<file path="src/rtl/stk_pkg.sv">
package stk_pkg;
  localparam int NUM_RID = 9;
  localparam int MASK_W  = 8;
  localparam int NUM_NARROW = 4;

  typedef enum logic [3:0] {
    RID_CC = 4'd0, RID_A = 4'd1, RID_B = 4'd2, RID_DP = 4'd3,
    RID_X  = 4'd4, RID_Y = 4'd5, RID_U = 4'd6, RID_S  = 4'd7,
    RID_PC = 4'd8
  } rid_e;

  typedef enum logic [1:0] {
    ST_IDLE, ST_HEAD, ST_XFER, ST_TAIL
  } seq_st_e;

  localparam logic [7:0] OPC_PUSH_S = 8'h34;
  localparam logic [7:0] OPC_PULL_S = 8'h35;
  localparam logic [7:0] OPC_PUSH_U = 8'h36;
  localparam logic [7:0] OPC_PULL_U = 8'h37;
endpackage

</file>
<file path="src/rtl/stk_regfile.sv">
module stk_regfile
  import stk_pkg::*;
#(
  parameter  int DW = 8,
  localparam int AW = 2 * DW
) (
  input  logic          clk,
  input  logic          rst,
  input  logic          lock,
  input  logic          ld_en,
  input  logic [3:0]    ld_sel,
  input  logic [AW-1:0] ld_data,
  input  logic          bw_en,
  input  logic [3:0]    bw_sel,
  input  logic          bw_hi,
  input  logic [DW-1:0] bw_data,
  input  logic          pw_en,
  input  logic          pw_use_u,
  input  logic [AW-1:0] pw_data,
  input  logic [3:0]    rd_sel,
  output logic [AW-1:0] rd_val,
  output logic [DW-1:0] q8  [NUM_NARROW],
  output logic [AW-1:0] q16 [NUM_RID-NUM_NARROW]
);
  logic [AW-1:0] regs [NUM_RID];
  logic [3:0]    pw_sel;
  logic [NUM_RID*AW-1:0] flat;

  assign pw_sel = pw_use_u ? RID_U : RID_S;

  always_ff @(posedge clk) begin
    if (rst) begin
      for (int i = 0; i < NUM_RID; i++) regs[i] <= '0;
    end else begin
      for (int i = 0; i < NUM_RID; i++) begin
        if (pw_en && pw_sel == 4'(i)) begin
          regs[i] <= pw_data;
        end else if (bw_en && bw_sel == 4'(i)) begin
          if (i >= NUM_NARROW && bw_hi) regs[i][AW-1:DW] <= bw_data;
          else                          regs[i][DW-1:0]  <= bw_data;
        end else if (ld_en && !lock && ld_sel == 4'(i)) begin
          if (i >= NUM_NARROW) regs[i] <= ld_data;
          else                 regs[i] <= {{DW{1'b0}}, ld_data[DW-1:0]};
        end
      end
    end
  end

  always_comb begin
    rd_val = '0;
    for (int i = 0; i < NUM_RID; i++)
      if (rd_sel == 4'(i)) rd_val = regs[i];
  end

  for (genvar g = 0; g < NUM_RID; g++) begin : g_out
    assign flat[g*AW +: AW] = regs[g];
    if (g < NUM_NARROW) begin : g_narrow
      assign q8[g] = regs[g][DW-1:0];
    end else begin : g_wide
      assign q16[g-NUM_NARROW] = regs[g];
    end
  end

  // loads are dropped while the sequencer owns the registers
  assert_ld_locked_R9: assert property (@(posedge clk) disable iff (rst)
    (ld_en && lock && !bw_en && !pw_en) |=> $stable(flat));

  // an idle load lands on the next edge
  assert_ld_taken_R9: assert property (@(posedge clk) disable iff (rst)
    (ld_en && !lock && !bw_en && !pw_en && ld_sel == RID_X) |=> (regs[RID_X] == $past(ld_data)));
endmodule

</file>
<file path="src/rtl/stk_pick.sv">
module stk_pick #(
  parameter  int N  = 8,
  localparam int IW = $clog2(N)
) (
  input  logic [N-1:0]  mask,
  input  logic          lowest_first,
  output logic [N-1:0]  oh,
  output logic [IW-1:0] idx
);
  logic [N-1:0] oh_lo, oh_hi;
  logic         seen_lo, seen_hi;

  always_comb begin
    seen_lo = 1'b0;
    for (int i = 0; i < N; i++) begin
      oh_lo[i] = mask[i] & ~seen_lo;
      seen_lo  = seen_lo | mask[i];
    end
    seen_hi = 1'b0;
    for (int i = N - 1; i >= 0; i--) begin
      oh_hi[i] = mask[i] & ~seen_hi;
      seen_hi  = seen_hi | mask[i];
    end
  end

  assign oh = lowest_first ? oh_lo : oh_hi;

  always_comb begin
    idx = '0;
    for (int i = 0; i < N; i++)
      if (oh[i]) idx = IW'(i);
  end
endmodule

</file>
<file path="src/rtl/stk_seq_ctrl.sv">
module stk_seq_ctrl
  import stk_pkg::*;
#(
  parameter  int DW       = 8,
  parameter  int BASE_CYC = 5,
  localparam int AW       = 2 * DW,
  localparam int TW       = $clog2(BASE_CYC + 3 * MASK_W / 2 + 1)
) (
  input  logic              clk,
  input  logic              rst,
  input  logic              start,
  input  logic [7:0]        opcode,
  input  logic [MASK_W-1:0] postbyte,
  input  logic [AW-1:0]     sp_s,
  input  logic [AW-1:0]     sp_u,
  input  logic [AW-1:0]     rd_val,
  input  logic [DW-1:0]     mem_rdata,
  output logic [3:0]        rd_sel,
  output logic              busy,
  output logic              done,
  output logic [TW-1:0]     cyc_total,
  output logic [AW-1:0]     mem_addr,
  output logic [DW-1:0]     mem_wdata,
  output logic              mem_we,
  output logic              bw_en,
  output logic [3:0]        bw_sel,
  output logic              bw_hi,
  output logic [DW-1:0]     bw_data,
  output logic              pw_en,
  output logic              pw_use_u,
  output logic [AW-1:0]     pw_data
);
  localparam int HEAD_CYC = BASE_CYC - 1;
  localparam int HW       = $clog2(HEAD_CYC + 1);
  localparam int IW       = $clog2(MASK_W);
  localparam int WIDE_LO  = MASK_W / 2;

  seq_st_e           st;
  logic [HW-1:0]     hcnt;
  logic [MASK_W-1:0] mask;
  logic              half, pull_q, useu_q;
  logic [AW-1:0]     ptr;
  logic [TW-1:0]     run_cnt;

  logic [MASK_W-1:0] pick_oh;
  logic [IW-1:0]     pick_idx;
  logic              is_pull, is_u, valid_op;
  logic              is16, take_hi, last_of_reg;
  logic [MASK_W-1:0] mask_after;
  logic [3:0]        cur_id;

  function automatic logic [TW-1:0] count_bytes(input logic [MASK_W-1:0] pb);
    int n;
    n = 0;
    for (int i = 0; i < MASK_W; i++)
      if (pb[i]) n += (i >= WIDE_LO) ? 2 : 1;
    return TW'(n);
  endfunction

  stk_pick #(.N(MASK_W)) u_pick (
    .mask         (mask),
    .lowest_first (pull_q),
    .oh           (pick_oh),
    .idx          (pick_idx)
  );

  assign is_pull  = (opcode == OPC_PULL_S) || (opcode == OPC_PULL_U);
  assign is_u     = (opcode == OPC_PUSH_U) || (opcode == OPC_PULL_U);
  assign valid_op = is_pull || (opcode == OPC_PUSH_S) || (opcode == OPC_PUSH_U);

  always_comb begin
    case (pick_idx)
      3'd6:    cur_id = useu_q ? RID_S : RID_U;
      3'd7:    cur_id = RID_PC;
      default: cur_id = {1'b0, pick_idx};
    endcase
  end

  assign is16        = (int'(pick_idx) >= WIDE_LO);
  assign take_hi     = pull_q ? ~half : half;
  assign last_of_reg = !is16 || half;
  assign mask_after  = mask & ~pick_oh;

  always_ff @(posedge clk) begin
    if (rst) begin
      st        <= ST_IDLE;
      hcnt      <= '0;
      mask      <= '0;
      half      <= 1'b0;
      pull_q    <= 1'b0;
      useu_q    <= 1'b0;
      ptr       <= '0;
      cyc_total <= '0;
    end else begin
      case (st)
        ST_IDLE: if (start && valid_op) begin
          st        <= ST_HEAD;
          hcnt      <= HW'(HEAD_CYC - 1);
          mask      <= postbyte;
          half      <= 1'b0;
          pull_q    <= is_pull;
          useu_q    <= is_u;
          ptr       <= is_u ? sp_u : sp_s;
          cyc_total <= TW'(BASE_CYC) + count_bytes(postbyte);
        end
        ST_HEAD: begin
          if (hcnt == '0) st <= (mask == '0) ? ST_TAIL : ST_XFER;
          else            hcnt <= hcnt - HW'(1);
        end
        ST_XFER: begin
          ptr <= pull_q ? ptr + AW'(1) : ptr - AW'(1);
          if (last_of_reg) begin
            mask <= mask_after;
            half <= 1'b0;
            if (mask_after == '0) st <= ST_TAIL;
          end else begin
            half <= 1'b1;
          end
        end
        default: st <= ST_IDLE;
      endcase
    end
  end

  always_ff @(posedge clk) begin
    if (rst || st == ST_IDLE) run_cnt <= '0;
    else                      run_cnt <= run_cnt + TW'(1);
  end

  assign busy      = (st != ST_IDLE);
  assign done      = (st == ST_TAIL);
  assign rd_sel    = cur_id;
  assign mem_addr  = pull_q ? ptr : ptr - AW'(1);
  assign mem_wdata = (take_hi && is16) ? rd_val[AW-1:DW] : rd_val[DW-1:0];
  assign mem_we    = (st == ST_XFER) && !pull_q;
  assign bw_en     = (st == ST_XFER) && pull_q;
  assign bw_sel    = cur_id;
  assign bw_hi     = take_hi && is16;
  assign bw_data   = mem_rdata;
  assign pw_en     = (st == ST_TAIL);
  assign pw_use_u  = useu_q;
  assign pw_data   = ptr;

  // unknown opcodes leave the sequencer idle
  assert_bad_op_R1: assert property (@(posedge clk) disable iff (rst)
    (st == ST_IDLE && start && !valid_op) |=> (st == ST_IDLE));

  // the final cycle matches the announced length
  assert_len_R2: assert property (@(posedge clk) disable iff (rst)
    (st == ST_TAIL) |-> (run_cnt == cyc_total - TW'(1)));

  // exactly one register is selected in every transfer cycle
  assert_pick_onehot_R3: assert property (@(posedge clk) disable iff (rst)
    (st == ST_XFER) |-> $onehot(pick_oh));

  // push moves the pointer down one byte per transfer
  assert_psh_step_R4: assert property (@(posedge clk) disable iff (rst)
    (st == ST_XFER && !pull_q) |=> (ptr == $past(ptr) - AW'(1)));

  // pull moves the pointer up one byte per transfer
  assert_pul_step_R5: assert property (@(posedge clk) disable iff (rst)
    (st == ST_XFER && pull_q) |=> (ptr == $past(ptr) + AW'(1)));

  // an empty mask skips the transfer phase
  assert_empty_R7: assert property (@(posedge clk) disable iff (rst)
    (st == ST_HEAD && hcnt == '0 && mask == '0) |=> (st == ST_TAIL));
endmodule

</file>
<file path="src/rtl/stk_pushpull.sv">
module stk_pushpull
  import stk_pkg::*;
#(
  parameter  int DW       = 8,
  parameter  int BASE_CYC = 5,
  localparam int AW       = 2 * DW,
  localparam int TW       = $clog2(BASE_CYC + 3 * MASK_W / 2 + 1)
) (
  input  logic              clk,
  input  logic              rst,
  input  logic              start,
  input  logic [7:0]        opcode,
  input  logic [MASK_W-1:0] postbyte,
  output logic              busy,
  output logic              done,
  output logic [TW-1:0]     cycles,
  output logic [AW-1:0]     mem_addr,
  output logic [DW-1:0]     mem_wdata,
  output logic              mem_we,
  input  logic [DW-1:0]     mem_rdata,
  input  logic              ld_en,
  input  logic [3:0]        ld_sel,
  input  logic [AW-1:0]     ld_data,
  output logic [DW-1:0]     reg_a,
  output logic [DW-1:0]     reg_b,
  output logic [DW-1:0]     reg_cc,
  output logic [DW-1:0]     reg_dp,
  output logic [AW-1:0]     reg_x,
  output logic [AW-1:0]     reg_y,
  output logic [AW-1:0]     reg_u,
  output logic [AW-1:0]     reg_s,
  output logic [AW-1:0]     reg_pc
);
  logic [DW-1:0] q8  [NUM_NARROW];
  logic [AW-1:0] q16 [NUM_RID-NUM_NARROW];
  logic [AW-1:0] rd_val;
  logic [3:0]    rd_sel, bw_sel;
  logic          bw_en, bw_hi, pw_en, pw_use_u;
  logic [DW-1:0] bw_data;
  logic [AW-1:0] pw_data;

  stk_seq_ctrl #(.DW(DW), .BASE_CYC(BASE_CYC)) u_ctrl (
    .clk       (clk),
    .rst       (rst),
    .start     (start),
    .opcode    (opcode),
    .postbyte  (postbyte),
    .sp_s      (reg_s),
    .sp_u      (reg_u),
    .rd_val    (rd_val),
    .mem_rdata (mem_rdata),
    .rd_sel    (rd_sel),
    .busy      (busy),
    .done      (done),
    .cyc_total (cycles),
    .mem_addr  (mem_addr),
    .mem_wdata (mem_wdata),
    .mem_we    (mem_we),
    .bw_en     (bw_en),
    .bw_sel    (bw_sel),
    .bw_hi     (bw_hi),
    .bw_data   (bw_data),
    .pw_en     (pw_en),
    .pw_use_u  (pw_use_u),
    .pw_data   (pw_data)
  );

  stk_regfile #(.DW(DW)) u_rf (
    .clk      (clk),
    .rst      (rst),
    .lock     (busy),
    .ld_en    (ld_en),
    .ld_sel   (ld_sel),
    .ld_data  (ld_data),
    .bw_en    (bw_en),
    .bw_sel   (bw_sel),
    .bw_hi    (bw_hi),
    .bw_data  (bw_data),
    .pw_en    (pw_en),
    .pw_use_u (pw_use_u),
    .pw_data  (pw_data),
    .rd_sel   (rd_sel),
    .rd_val   (rd_val),
    .q8       (q8),
    .q16      (q16)
  );

  assign reg_cc = q8[RID_CC];
  assign reg_a  = q8[RID_A];
  assign reg_b  = q8[RID_B];
  assign reg_dp = q8[RID_DP];
  assign reg_x  = q16[RID_X  - NUM_NARROW];
  assign reg_y  = q16[RID_Y  - NUM_NARROW];
  assign reg_u  = q16[RID_U  - NUM_NARROW];
  assign reg_s  = q16[RID_S  - NUM_NARROW];
  assign reg_pc = q16[RID_PC - NUM_NARROW];
endmodule

</file>
<file path="config.mk">
export PLATFORM = sky130hd
export DESIGN_NAME = stk_pushpull
export DESIGN_NICKNAME = d
export VERILOG_FILES = /design/src/rtl/stk_pkg.sv /design/src/rtl/stk_regfile.sv /design/src/rtl/stk_pick.sv /design/src/rtl/stk_seq_ctrl.sv /design/src/rtl/stk_pushpull.sv
export SDC_FILE = /design/constraint.sdc
export NUM_CORES = 1
export LEC_CHECK = 0
export BUFFER_PORTS_ARGS = -buffer_cell sky130_fd_sc_hd__buf_2
export CAP_MARGIN = 10
export CORE_ASPECT_RATIO = 0.7
export CORE_MARGIN = 3
export CORE_UTILIZATION = 40
export DETAILED_ROUTE_END_ITERATION = 8
export GPL_ROUTABILITY_DRIVEN = 0
export PLACE_DENSITY_LB_ADDON = 0.3
export SYNTH_ARGS = -nofsm -noshare
export SYNTH_HDL_FRONTEND = slang
export SYNTH_SLANG_ARGS = --single-unit
</file>
<file path="constraint.sdc">
create_clock -name clk -period 8 [get_ports clk]
set_clock_uncertainty 0.15 [all_clocks]
set_input_delay 0.8 -clock clk [delete_from_list [all_inputs] [get_ports clk]]
set_output_delay 0.8 -clock clk [all_outputs]
set_load 0.01 [all_outputs]
</file>
# == Word level (Yosys, flattened, before mapping) ==
# Memory sizes are Yosys's and may differ from the RTL's.
# Index checks and enable logic that the tools add are counted.
# totals
reg_bits,37
latch_bits,0
ram_bits,144
mem_bits_ro,0
in_bits,48
output_inout_bits,144
wordCells,445
n_memories,1
# op_classes
add_sub_neg,11
mul,0
div_mod_pow,0
order_cmp,1
n_eq_ne,38
n_shift,0
muxes,247
bitwise_logic,84
reduce_logical,55
# memory_table
memory,depth,word_bits,read_ports,rd_ports_with_merged_regs,wr,line,rtl
u_rf.regs,9,16,9,0,9,stk_regfile.sv:25,logic [AW-1:0] regs [NUM_RID];
# ops
operator,count
16-bit 2-to-1 mux,22
8-bit 2-to-1 mux,36
5-bit 2-to-1 mux,31
1-bit 2-to-1 mux,140
1-bit OR,53
"4-bit by 3-bit == test with 1-bit output, second input constant",12
"8-bit by 6-bit == test with 1-bit output, second input constant",4
1-bit logical AND,32
16-bit case mux with 2 select lines,1
"4-bit by 2-bit == test with 1-bit output, second input constant",6
3-bit 2-to-1 mux,8
"5-bit by 3-bit adder with 5-bit output, second input constant",4
"16-bit by 1-bit adder with 16-bit output, second input constant",1
8-bit logical NOT,2
8-bit case mux with 2 select lines,1
"16-bit by 1-bit subtractor with 16-bit output, second input constant",1
"5-bit by 2-bit adder with 5-bit output, second input constant",3
1-bit NOT,15
1-bit bitwise AND,14
"4-bit by 1-bit == test with 1-bit output, second input constant",3
"4-bit == test, second input constant",3
4-bit logical NOT,3
8-bit bitwise AND,1
2-bit 2-to-1 mux,4
21 further kinds,36

# == Logic depth before layout (Yosys ltp) ==
# depth
ltp_word,44
ltp_mapped,26
ltp_nobuf,26

# == Modules after synthesis ==
# Synthesis repeated with hierarchy kept, for this count alone.
# hier_totals
hier_cells,1190
hier_area_um2,11332.1
# modules_own_cells
module,n_inst,cells_per_inst,area_each_um2,seq_area_each_um2
stk_regfile,1,686,7703.6,3603.5
stk_seq_ctrl,1,462,3349.5,740.7
stk_pick,1,42,279.0,0.0

# == Least setup slack after synthesis ==
# OpenSTA, ideal clock, no wires.
# synth_path
kind,input -> register
start,input port postbyte[0]
end,register u_ctrl.cyc_total[4]
arrival_time_ns,4.701
path_slack_ns,3.024
stages,24
n_path_buf,0
path_cell_list,inv_1 ha_1 xor2_1 ha_1 nand2_1 o31a_1 inv_1 ha_1 nand2b_1 and2_1 ha_1 nand2_1 inv_1 a31oi_1 inv_1 ha_1 nand2_1 o21ai_0 a31o_2 ha_1 mux2_2 o21ai_0 o211ai_1 nor3b_1
# synth_via
elab_chain_len,40
# synth_lines
element,line,rtl
start: declaration,stk_pushpull.sv:13,"input logic [MASK_W-1:0] postbyte,"
1-bit 2-to-1 mux *,stk_seq_ctrl.sv:56,if (pb[i]) n += (i >= WIDE_LO) ? 2 : 1;
5-bit 2-to-1 mux *,stk_seq_ctrl.sv:96,ST_IDLE: if (start && valid_op) begin
5-bit 2-to-1 mux *,stk_seq_ctrl.sv:95,case (st)
5-bit 2-to-1 mux *,stk_seq_ctrl.sv:85,if (rst) begin
5-bit by 2-bit adder with 5-bit output,stk_seq_ctrl.sv:56,
5-bit 2-to-1 mux *,stk_seq_ctrl.sv:56,
5-bit 2-to-1 mux *,stk_seq_ctrl.sv:96,
5-bit 2-to-1 mux *,stk_seq_ctrl.sv:95,
[24 not listed],n/a,
5-bit 2-to-1 mux *,stk_seq_ctrl.sv:95,
5-bit 2-to-1 mux *,stk_seq_ctrl.sv:85,
5-bit by 3-bit adder with 5-bit output,stk_seq_ctrl.sv:56,
5-bit 2-to-1 mux *,stk_seq_ctrl.sv:56,
5-bit 2-to-1 mux *,stk_seq_ctrl.sv:96,
5-bit 2-to-1 mux *,stk_seq_ctrl.sv:95,
5-bit 2-to-1 mux *,stk_seq_ctrl.sv:85,
3-bit by 5-bit adder with 5-bit output *,stk_seq_ctrl.sv:104,cyc_total <= TW'(BASE_CYC) + count_bytes(postbyte);
end signal: assignment,stk_seq_ctrl.sv:104,
end: declaration,stk_seq_ctrl.sv:21,"output logic [TW-1:0] cyc_total,"
# Mark *: on every way between the ends. The rest lies on a longest branch, timed or not. The select of a mux whose other input is x is not followed.
# A chain may end at the register's enable or synchronous reset.

==> results.yml <==
pwr:
  power_density_nw_per_um2: 188
  leakagePower_uw: 0.00483
  peakVddDrop_mv: 0.165
floorplanning:
  io_pins: 192
  fp.dieW_um: 198
  rows: 48
  die-area_um2: 27700
  core-area_um2: 24900
  initial_core_util_pct: 41.2
  die_h_um: 140
clock_tree:
  clock_sinks: 152
  cts_resized: 0
  tritoncts: "built"
  ctsLongestPathBuffers: 2
  clkLatencyLatePin_ns: 0.44
  postCtsSetupRepairBufs: 0
  root_buffer: "clkbuf_16"
  hold_buffers: 0
  cts_made_buffers: 17
  clk_pin_slew_worst_paths_ns: 0.07
  htreeDepth: 4
route:
  drt-total-wl_um: 39600
  via_per_inst: 6.27
  drc: 0
  via_count: 10044
  final_antenna_net_count: 0
  first_pass_iters: 8
  drt-wirelength-per-cell_um: 24.7
  drtIter0Drc: 1412
setup_path:
  worstPathArrival_ns: 5.40
  slowest_stage: "o2111a_2"
  crit_type: "flip-flop to flip-flop"
  worst_setup_path_start_kind: "flip-flop"
  worstSetupEndpointType: "flip-flop"
  max_stage_delay_ns: 1.04
  worstReg2RegStart: "u_ctrl.mask[2]"
  crit_required_ns: 8.02
  crit_chain: "or4_1 > nor3_1 > a2111o_1 > nand4_1 > nor4b_1 > o2111a_2 > buf_4 > nor2_1"
  startpoint: "u_ctrl.mask[2]"
  crit_fanout: 56
yosys:
  ys.flop_type: "edfxtp_1"
  ys_seq_area_share_pct: 40.8
  ys_ff_latch: 152
  synthesis.nets: 1221
  ys_warn_count: 0
  synth-async-reset-ratio_pct: 0
  synth_top_area_share_pct: 33.6
  yosys-top-cells-area: "edfxtp_1 (34%), mux2i_1 (8.5%), dfxtp_1 (7.2%)"
  synth_cells: 1154
  syn_area_um2: 10300
  synth.lib_cells_used.distinct: 78
  syn_area_per_cell_um2: 8.90
  synth_edf_count: 115
  synth_top_area_cell: "edfxtp_1"
sta:
  post-route-period-util_pct: 67.3
  final_hold_viol_count: 0
  tns_ns: 0
  fin_crit_ns: 5.38
  max-slew-margin-rel_pct: 13.6
  max_freq_ghz: 0.186
  setup_slack_ns: 2.62
  max_slew.worst_pin.slew_ns: 1.28
  final-setup-viol-count: 0
  finalMaxSlewViolations: 0
  rsz0062_at_grt: "no"
run:
  max_cap_viol_count: 0
layout:
  final_cell_mix: "buf_2 (191), nand2_1 (143), nor2_1 (142)"
  area_growth_pct: 15.9
  n_antenna_cell: 0
  fin_nets: 1331
  final_layout_size_suffix_gt1_share_pct: 20.4
  final_common_cell: "buf_2"
run_status:
  outcome: "finished clean"
place:
  numPortBuffers: 191
  dp_slack_ns: 2.55
  post-dp-hpwl_um: 28700
global_routing:
  grt_overflow_total: 0
  grt_pass1_wl_um: 58700
  grt_use_total_pct: 28.0
  grt_pass1_vias: 9311
  grt_start_max_net_pins: 57
  antenna_found_initial: 0
min_path:
  hp-class: "flip-flop to flip-flop"
  min_from: "u_ctrl.cyc_total[1]"
-- where the power goes --
group	switching, uW	internal, uW
sequential	41.2	901
clock	357	555
combinational	250	132
-- metrics by stage --
step	total power, uW	instances	area [um2]	hold slack, ns	utilization (%)
3_3_place_gp	1320	1569	11200	0.315	45.1
5_1_grt	2310	1602	11900	0.355	47.7
4_1_cts	2230	1601	11900	0.319	47.7
2_1_floorplan	1190	1154	10300	0.300	-
6_report	2240	1602	11900	0.312	47.7
3_5_place_dp	1330	1569	11200	0.309	45.1
-- logic make-up after synthesis --
family | Yosys count | share of synthesized area (%)
xor+xnor | 29 | 2.74
compound gates | 304 | 20.2
simple gates | 416 | 18.9
fa+ha+maj | 20 | 2.41
mux | 90 | 8.81
flops | 152 | 40.8
buf+inv | 143 | 6.10
-- registers in the layout (all words and copies together) (netlist names) --
signal and flops:
u_ctrl.pull_q 1, u_ctrl.mask 8, u_ctrl.st 2, u_ctrl.half 1, u_rf.regs 115, u_ctrl.pw_data 16
u_ctrl.cyc_total 5, u_ctrl.hcnt 3, u_ctrl.pw_use_u 1
-- layout make-up --
cell class / count / area, um2
fill: 2407 / 13000
multi-input combinational: 859 / 5460
sequential: 152 / 4190
timing repair buffer: 209 / 1090
clock buffer: 17 / 425
tap: 325 / 407
clock inverter: 15 / 224
inverter: 25 / 93.8
-- worst paths after layout --
kind | endpoint | slack, ns | cells past startpoint
min reg2reg | u_ctrl.cyc_total[1] | 0.31 | 2
min | u_ctrl.cyc_total[1] | 0.31 | 2
max reg2reg | u_rf.regs[3][1] | 2.62 | 8
max | u_rf.regs[3][1] | 2.62 | 8
-- cell usage after synthesis, types with 3 or more instances --
cell       number
nand2_1       143
nor2_1        142
edfxtp_1      115
mux2i_1        87
clkbuf_1       72
a21oi_1        71
a211oi_1       43
o21ai_0        42
dfxtp_1        37
a22oi_1        35
inv_1          24
ha_1           19
nor3_1         19
xor2_1         18
nand2b_1       17
buf_1          16
buf_4          16
a31oi_1        14
o22ai_1        14
a221oi_1       11
buf_2          11
nand3_1        11
nor2b_1        11
or3_1          11
o211ai_1       10
and3_1          9
xnor2_1         9
a22o_1          8
and2_1          8
nand4_1         8
a21o_1          7
a311oi_1        6
nor4_1          5
o221ai_1        5
or4_1           5
a31o_2          4
and3b_1         4
nor3b_1         4
a41oi_1         3
mux2_2          3
nand3b_1        3
nand4b_1        3
o21a_1          3
o2bb2ai_1       3
o31ai_1         3
-- per-layer routing --
metal	part of all wire, %	track usage (%)	up-vias
met4	2.3	6.96	0
met1	41	40.2	4771
met5	0	0	-
met2	41	39.3	742
met3	15	11.0	79
li1	-	-	4452
-- critical path: cells and delay by family, from the launching register on --
kind | cells | cell delay [ns]
AND/OR/NAND/NOR | 5 | 1.80
flip-flops | 1 | 0.49
buffers and inverters | 1 | 0.61
AO/OA/AOI/OAI | 2 | 2.01
Power figures use the tool's default switching activity.
